$ cat src/rtl/led_flash_pkg.sv
package led_flash_pkg;
  function automatic longint flash_cycles(longint clk_hz, longint dur_us);
    return (clk_hz * dur_us) / 64'd1_000_000;
  endfunction
endpackage

$ cat src/rtl/led_sel_reg.sv
module led_sel_reg #(
  parameter int W = 8
) (
  input  logic         clk_i,
  input  logic         rst_ni,
  input  logic         we_i,
  input  logic [W-1:0] wdata_i,
  output logic [W-1:0] sel_o
);
  always_ff @(posedge clk_i or negedge rst_ni) begin
    if (!rst_ni)   sel_o <= '0;
    else if (we_i) sel_o <= wdata_i;
  end
endmodule

$ cat src/rtl/led_evt_sync.sv
module led_evt_sync #(
  parameter int N      = 8,
  parameter int STAGES = 2
) (
  input  logic         clk_i,
  input  logic         rst_ni,
  input  logic [N-1:0] evt_i,
  output logic [N-1:0] rise_o
);
  for (genvar g = 0; g < N; g++) begin : g_bit
    // sh[STAGES-1] is the synchronized level, sh[STAGES] its previous value
    logic [STAGES:0] sh;
    always_ff @(posedge clk_i or negedge rst_ni) begin
      if (!rst_ni) sh <= '0;
      else         sh <= {sh[STAGES-1:0], evt_i[g]};
    end
    assign rise_o[g] = sh[STAGES-1] & ~sh[STAGES];
  end
endmodule

$ cat src/rtl/led_flash_timer.sv
module led_flash_timer #(
  parameter int             CW   = 4,
  parameter logic [CW-1:0]  LOAD = '1
) (
  input  logic          clk_i,
  input  logic          rst_ni,
  input  logic          trig_i,
  output logic [CW-1:0] cnt_o,
  output logic          led_o
);
  always_ff @(posedge clk_i or negedge rst_ni) begin
    if (!rst_ni)           cnt_o <= '0;
    else if (trig_i)       cnt_o <= LOAD;
    else if (cnt_o != '0)  cnt_o <= cnt_o - 1'b1;
  end
  assign led_o = (cnt_o != '0);
endmodule

$ cat src/rtl/event_led_flasher.sv
module event_led_flasher
  import led_flash_pkg::*;
#(
  parameter int unsigned CLK_HZ   = 106_250_000,
  parameter int unsigned FLASH_US = 25_000,
  parameter int          N_SRC    = 8,
  parameter int          SYNC_STG = 2
) (
  input  logic             clk_i,
  input  logic             rst_ni,
  input  logic             sel_we_i,
  input  logic [N_SRC-1:0] sel_wdata_i,
  output logic [N_SRC-1:0] sel_rdata_o,
  input  logic [N_SRC-1:0] evt_i,
  output logic             led_o
);
  localparam longint        FLASH_CYC  = flash_cycles(longint'(CLK_HZ), longint'(FLASH_US));
  localparam int            CW         = $clog2(FLASH_CYC + 1);
  localparam logic [CW-1:0] FLASH_LOAD = CW'(FLASH_CYC);

  logic [N_SRC-1:0] sel_q;
  logic [N_SRC-1:0] rise;
  logic             trig;
  logic [CW-1:0]    cnt;

  led_sel_reg #(.W(N_SRC)) u_sel (
    .clk_i, .rst_ni, .we_i(sel_we_i), .wdata_i(sel_wdata_i), .sel_o(sel_q)
  );

  led_evt_sync #(.N(N_SRC), .STAGES(SYNC_STG)) u_sync (
    .clk_i, .rst_ni, .evt_i, .rise_o(rise)
  );

  assign trig = |(rise & sel_q);

  led_flash_timer #(.CW(CW), .LOAD(FLASH_LOAD)) u_tmr (
    .clk_i, .rst_ni, .trig_i(trig), .cnt_o(cnt), .led_o
  );

  assign sel_rdata_o = sel_q;
endmodule

$ cat config.mk
export PLATFORM = sky130hd
export DESIGN_NAME = event_led_flasher
export DESIGN_NICKNAME = d
export VERILOG_FILES = /design/src/rtl/led_flash_pkg.sv /design/src/rtl/led_sel_reg.sv /design/src/rtl/led_evt_sync.sv /design/src/rtl/led_flash_timer.sv /design/src/rtl/event_led_flasher.sv
export SDC_FILE = /design/constraint.sdc
export NUM_CORES = 1
export LEC_CHECK = 0
export CAP_MARGIN = 5
export CELL_PAD_IN_SITES_DETAIL_PLACEMENT = 1
export CELL_PAD_IN_SITES_GLOBAL_PLACEMENT = 2
export CORE_MARGIN = 1.5
export CORE_UTILIZATION = 30
export CTS_CLUSTER_DIAMETER = 100
export DETAILED_ROUTE_END_ITERATION = 10
export PLACE_DENSITY = 0.69
export RECOVER_POWER = 100
export SLEW_MARGIN = 20
export SYNTH_ARGS = -nofsm -noshare
export SYNTH_HDL_FRONTEND = slang
export SYNTH_HIERARCHICAL = 1
export SYNTH_SLANG_ARGS = --single-unit
export TNS_END_PERCENT = 5
$ cat constraint.sdc
create_clock -name clk_i -period 5.7 [get_ports clk_i]
set_input_delay 0.57 -clock clk_i [delete_from_list [all_inputs] [get_ports clk_i]]
set_output_delay 0.57 -clock clk_i [all_outputs]
set_load 0.005 [all_outputs]
==> results_dict.tcl, run 1 <==
set metrics [dict create \
    wl_um 4472 \
    hold_path_class "reg2reg" \
    tns_ns 0 \
    slew_headroom_pct -88.45 \
    cp_data_arrival_time_ns 3.20 \
    die_h_um 90.48 \
    layout_common_cells "dfrtp_1 (54), dlygate4sd3_1 (18), nor2_1 (14)" \
    crit_slowest_cell "nor4_1" \
    io_pins 28 \
    grt_pass1_wl_um 7838 \
    dieArea_um2 8187 \
    p_total_mw 0.7525 \
    num_rows 31 \
    crit_fanout 7 \
    min_period_ns 3.765 \
    ys.flop_type "dfrtp_1" \
    root_buffer "clkbuf_8" \
    critPathKind "reg2out" \
    seqPwrFrac_pct 55.5 \
    drt.antenna.violating_nets 0 \
    fin_crit_sh_pct 66.06 \
    setup_viol 0 \
    cts.sinks 54 \
    syn2layout_area_growth_pct 19.56 \
    synth-compound-area-share_pct 5.886 \
    cp_cell_sequence "or4_1 -> nor4_1 -> and2_0 -> inv_1 -> dlygate4sd3_1" \
    muxShareOfSynthArea_pct 6.540 \
    comb_power_share_pct 10.7 \
    pwr-share-clk_pct 33.8 \
    post_cts_buffers 0 \
    ys_seq_area_share_pct 58.86 \
    grt_usage_pct 12.11 \
    grt_overflow 0 \
    p_switching_mw 0.1765 \
    fillCellCount 800 \
    start_kind "register" \
    drt-initial-drc-count 56 \
    synth_edf_count 0 \
    p_int_mw 0.5760 \
    wire_per_inst_um 14.29 \
    synth_xor_area_share_pct 4.578 \
    synth_top_family_by_area "simple AND/OR/NAND/NOR gates" \
    holdBufCountCts 0 \
    final_common_cell "dfrtp_1" \
    syn-num-nets 201 \
    max_freq_mhz 265.6 \
    synth_cells 181 \
    synth_area_per_cell_um2 12.68 \
    ys_warn_count 6 \
    num_vias 1459 \
    cts_tree "yes" \
    synthSimpleGateAreaFrac_pct 21.80 \
    start_util_pct 31.32 \
    antenna_found_initial 0 \
    synthAdderAreaFrac_pct 0.5450 \
    synth_cell_types 40 \
    antenna_cells 0 \
    viasPerCell 4.661 \
    final_hold_viol_count 0 \
    netlist_area_um2 2296 \
    clock-skew-final_ns 0.006122 \
    hpwl_um 3110 \
    htree_levels 2 \
    port_buffers 27 \
    gp_congestion 0.6862 \
    grt_max_degree 55 \
    die_w_um 90.48 \
    worstPathRequired_ns 5.13 \
    core-area_um2 7331 \
    drive_gt1_share_pct 8.879 \
    synth-seq-cells 54 \
    nets 233 \
    grt_pass1_vias 1573 \
    powerDensity_nw_per_um2 274.1 \
    path_clk_slew_ns 0.10 \
    tightest_slew_ns 2.827 \
    clkLatencyLatePin_ns 0.30 \
    slew_viol_final 55 \
    post_cts_resized 0 \
    failed_checks "max-capacitance violations, max-slew violations" \
    cts_inserted_buffers 5 \
    firstDrtPassIters 4 \
    clockBufferDepth 2 \
    critPathMaxStageDelay_ns 0.76 \
    synthArstFlopShare_pct 100.0 \
    irDropWorstVdd_mv 0.1286 \
    maxCapViolCount 1 \
    rsz0062_at_grt "no" \
    run_status "finished, violations left" \
    post-route-drc-count 0 \
    cp-end-kind "primary output" \
    leakagePower_nw 1.051 \
    sw_frac_of_total_pct 23.45 \
]
## worst max-delay path, delay by kind of cell (launching register included)
family	cells	cell delay, ns
buffers and inverters	2	0.75
and+or+nand+nor	3	1.71
DFF	1	0.43
## per-stage QoR
step / setup WS [ns] / area (um2) / cells / hold slack, ns / util (%)
floorplan: 3.395 / 2296 / 181 / 0.2744 / -
global placement: 2.797 / 2678 / 305 / 0.3327 / 36.53
detailed placement: 2.759 / 2678 / 305 / 0.3363 / 36.53
CTS: 2.396 / 2788 / 313 / 0.3589 / 38.03
global route: 1.654 / 2745 / 313 / 0.3696 / 37.45
finish: 1.935 / 2745 / 313 / 0.3507 / 37.45
## metal layers
| metal | share of wire [%] | track usage [%] | wire [um] | vias up |
|---|---|---|---|---|
| met2 | 47 | 18.80 | 2093 | 14 |
| met1 | 49 | 16.57 | 2212 | 739 |
| met3 | 2.1 | 2.357 | 96 | 5 |
| met5 | 0 | 0 | 0 | - |
| li1 | - | - | - | 701 |
| met4 | 1.5 | 4.762 | 69 | 0 |
## cells in the mapped netlist, drive strengths merged, types with 2 or more instances
library cell | n | area (um2)
xnor2 | 11 | 96.34
mux2 | 8 | 120.1
a31oi | 2 | 12.51
nand2 | 6 | 22.52
a22oi | 4 | 30.03
a21oi | 8 | 40.04
buf | 2 | 15.01
inv | 5 | 18.76
or4b | 2 | 20.02
nor4b | 2 | 23.77
nor3 | 7 | 35.03
nor4 | 6 | 43.79
dfrtp | 54 | 1351
nor2b | 13 | 141.4
nor2 | 14 | 52.55
or4 | 6 | 48.80
clkbuf | 2 | 7.510
a211oi | 3 | 22.52
nand4 | 3 | 18.77
mux2i | 3 | 30.03
nand2b | 7 | 43.79
## path summary, 6_finish.rpt
path | to | slack [ns] | from | cells past startpoint
setup / recovery | led_o | 1.93 | u_tmr/cnt_o[16]$_DFFE_PN0P_ | 5
min in group asynchronous | u_tmr/cnt_o[4]$_DFFE_PN0P_ | 1.27 | rst_ni | 2
hold reg to reg | u_sync/g_bit[7].sh[1]$_DFF_PN0_ | 0.35 | u_sync/g_bit[7].sh[0]$_DFF_PN0_ | 0
max in group asynchronous | u_sync/g_bit[3].sh[2]$_DFF_PN0_ | 2.85 | rst_ni | 2
setup reg to reg | u_tmr/cnt_o[1]$_DFFE_PN0P_ | 2.95 | u_tmr/cnt_o[16]$_DFFE_PN0P_ | 6
hold / removal | u_sync/g_bit[7].sh[1]$_DFF_PN0_ | 0.35 | u_sync/g_bit[7].sh[0]$_DFF_PN0_ | 0
## area by class of cell
cell class	count	area [um2]	share of cell area, %
repair buffers	29	276.5	10.07
clock buffers	6	72.57	2.644
clock inverters	2	37.54	1.367
well taps	99	123.9	4.512
flip-flops and latches	54	1351	49.23
inverters	5	18.77	0.6837
multi-input cells	118	864.6	31.50
## cells by family after synthesis
logic type / Yosys count
AOI/OAI and AO/OA: 21
muxes: 11
DFF: 54
and+or+nand+nor: 73
buffers and inverters: 9
adders and majority gates: 1
xor gates and xnor gates: 12
## registers in the layout (all words and copies together), names as in the netlist
| register | count |
|---|---|
| u_sync/g_bit.sh | 24 |
| u_tmr/cnt_o | 22 |
| u_sel/sel_o | 8 |
## power by group through the flow
stage	clock network [mW]	registers, mW	logic (mW)
6_report	0.254	0.418	0.0805
4_1_cts	0.269	0.419	0.0916
2_1_floorplan	0	0.423	0.0479
3_5_place_dp	0	0.426	0.0913
5_1_grt	0.281	0.422	0.0896
3_3_place_gp	0	0.426	0.0887
Power figures use the tool's default switching activity.
==> inputs of run 2 (changes only) <==
Clock period 5.7 ns to 3.7 ns, I/O delays scaled along.
==> results_dict.tcl, run 2 (synthesized netlist as in run 1, its figures left out) <==
set metrics [dict create \
    run_status "finished, violations left" \
    failed_checks "max-capacitance violations, max-slew violations" \
    cts.sinks 54 \
    reg2reg_slack_ns 1.13 \
    grt_pass1_vias 1527 \
    viasPerCell 4.633 \
    wl_um 4469 \
    rr_worst_depth 5 \
    min_period_ns 3.184 \
    top_register "u_sync/g_bit.sh" \
    drt.antenna.violating_nets 0 \
    clockBufferDepth 2 \
    drt-initial-drc-count 52 \
    irDropWorstVdd_mv 0.2310 \
    p_total_mw 1.167 \
    post-route-drc-count 0 \
    grt_overflow 0 \
    drive_gt1_share_pct 9.346 \
    antenna_cells 0 \
    leakagePower_nw 1.058 \
    top_regs "u_sync/g_bit.sh: 24 flops, u_tmr/cnt_o: 22 flops, u_sel/sel_o: 8 flops" \
    clock-skew-final_ns 0.008208 \
    io_pins 28 \
    wire_per_inst_um 14.28 \
    grt_pass1_wl_um 7803 \
    dieArea_um2 8187 \
    path_clk_slew_ns 0.10 \
    die_w_um 90.48 \
    hpwl_um 3178 \
    num_vias 1450 \
    cp_top_family "simple AND/OR/NAND/NOR gates" \
    syn2layout_area_growth_pct 19.89 \
    critPathBufInv 2 \
    cts_tree "yes" \
    worstPathRequired_ns 3.33 \
    grt_usage_pct 12.09 \
    fin_cells 313 \
    root_buffer "clkbuf_8" \
    crit_slowest_cell "or4_1" \
    crit_fanout 7 \
    grt_max_degree 31 \
    nets 233 \
    fin_hold_ws_ns 0.3155 \
    post_cts_resized 0 \
    final_hold_viol_count 0 \
    critPathMaxStageDelay_ns 0.64 \
    slew_viol_final 31 \
    cp_cell_sequence "or4_1 -> nor4_2 -> and2_0 -> inv_1 -> clkdlybuf4s50_1" \
    firstDrtPassIters 3 \
    num_rows 31 \
    clkLatencyLatePin_ns 0.31 \
    start_kind "register" \
    cp_data_arrival_time_ns 2.81 \
    fin_crit_sh_pct 86.06 \
    rsz0062_at_grt "no" \
    post_cts_buffers 0 \
    crit_cells 5 \
    cts_inserted_buffers 5 \
    critPathKind "reg2out" \
    tightest_slew_ns 1.582 \
    largest_reg_flops 24 \
    port_buffers 27 \
    final_common_cell "dfrtp_1" \
    layout_common_cells "dfrtp_1 (54), dlygate4sd3_1 (17), nor2_1 (14)" \
    maxCapViolCount 1 \
    cp-end-kind "primary output" \
    gp_congestion 0.6876 \
    holdBufCountCts 0 \
    placed_cells 305 \
    antenna_found_initial 0 \
    max_freq_mhz 314.1 \
    powerDensity_nw_per_um2 423.8 \
    hold_path_class "in2async" \
    setup_viol 0 \
    slew_headroom_pct -5.457 \
    core-area_um2 7331 \
    start_util_pct 31.32 \
    htree_levels 2 \
    die_h_um 90.48 \
    tns_ns 0 \
]
run 2: cell types whose count changed in the layout (fill, tap and decap cells not counted):
cell,previous run,this run
buf_2,1,0
clkdlybuf4s50_1,8,9
clkinv_2,0,1
clkinvlp_4,1,0
dlygate4sd3_1,18,17
inv_6,0,1
nor4_1,6,5
nor4_2,0,1
run 2: path summary, 6_finish.rpt:
| kind | end | from |
|---|---|---|
| setup / recovery | led_o | u_tmr/cnt_o[16]$_DFFE_PN0P_ |
| hold / removal | u_sync/g_bit[1].sh[1]$_DFF_PN0_ | rst_ni |
| setup reg to reg | u_tmr/cnt_o[19]$_DFFE_PN0P_ | u_tmr/cnt_o[10]$_DFFE_PN0P_ |
| hold reg to reg | u_sync/g_bit[1].sh[1]$_DFF_PN0_ | u_sync/g_bit[1].sh[0]$_DFF_PN0_ |
| max in group asynchronous | u_sel/sel_o[3]$_DFFE_PN0P_ | rst_ni |
| min in group clk_i | u_sync/g_bit[1].sh[1]$_DFF_PN0_ | u_sync/g_bit[1].sh[0]$_DFF_PN0_ |
run 2: where the power goes:
part | leakage (nW) | internal [mW] | total, mW | switching, mW
Combinational | 0.381 | 0.0646 | 0.123 | 0.0582
Sequential | 0.618 | 0.620 | 0.643 | 0.0230
Clock | 0.0585 | 0.203 | 0.400 | 0.197
Total | 1.06 | 0.888 | 1.17 | 0.279
run 2: area by class of cell:
type / instances / area (um2)
Inverter: 5 / 18.77
Clock buffer: 5 / 68.82
Sequential cell: 54 / 1351
Fill cell: 781 / 4578
Tap cell: 99 / 123.9
Clock inverter: 3 / 43.79
Timing Repair Buffer: 29 / 275.3
Multi-Input combinational cell: 118 / 870.8
run 2: routing by layer:
metal  global-route usage (%)  vias to the layer above  share of wire, %
met5                        0                        -                 0
met4                    5.159                        0               1.9
met3                    2.273                        8               1.7
met2                    18.30                       13                46
met1                    16.84                      724                50
li1                         -                      705                 -
run 2: through the flow:
step / util [%] / cell area (um2) / setup slack (ns)
finish: 37.55 / 2753 / 0.5159
global route: 37.55 / 2753 / 0.2669
CTS: 38.06 / 2790 / 0.5798
detailed placement: 36.53 / 2678 / 0.9703
global placement: 36.53 / 2678 / 0.9927
floorplan: - / 2296 / 1.474
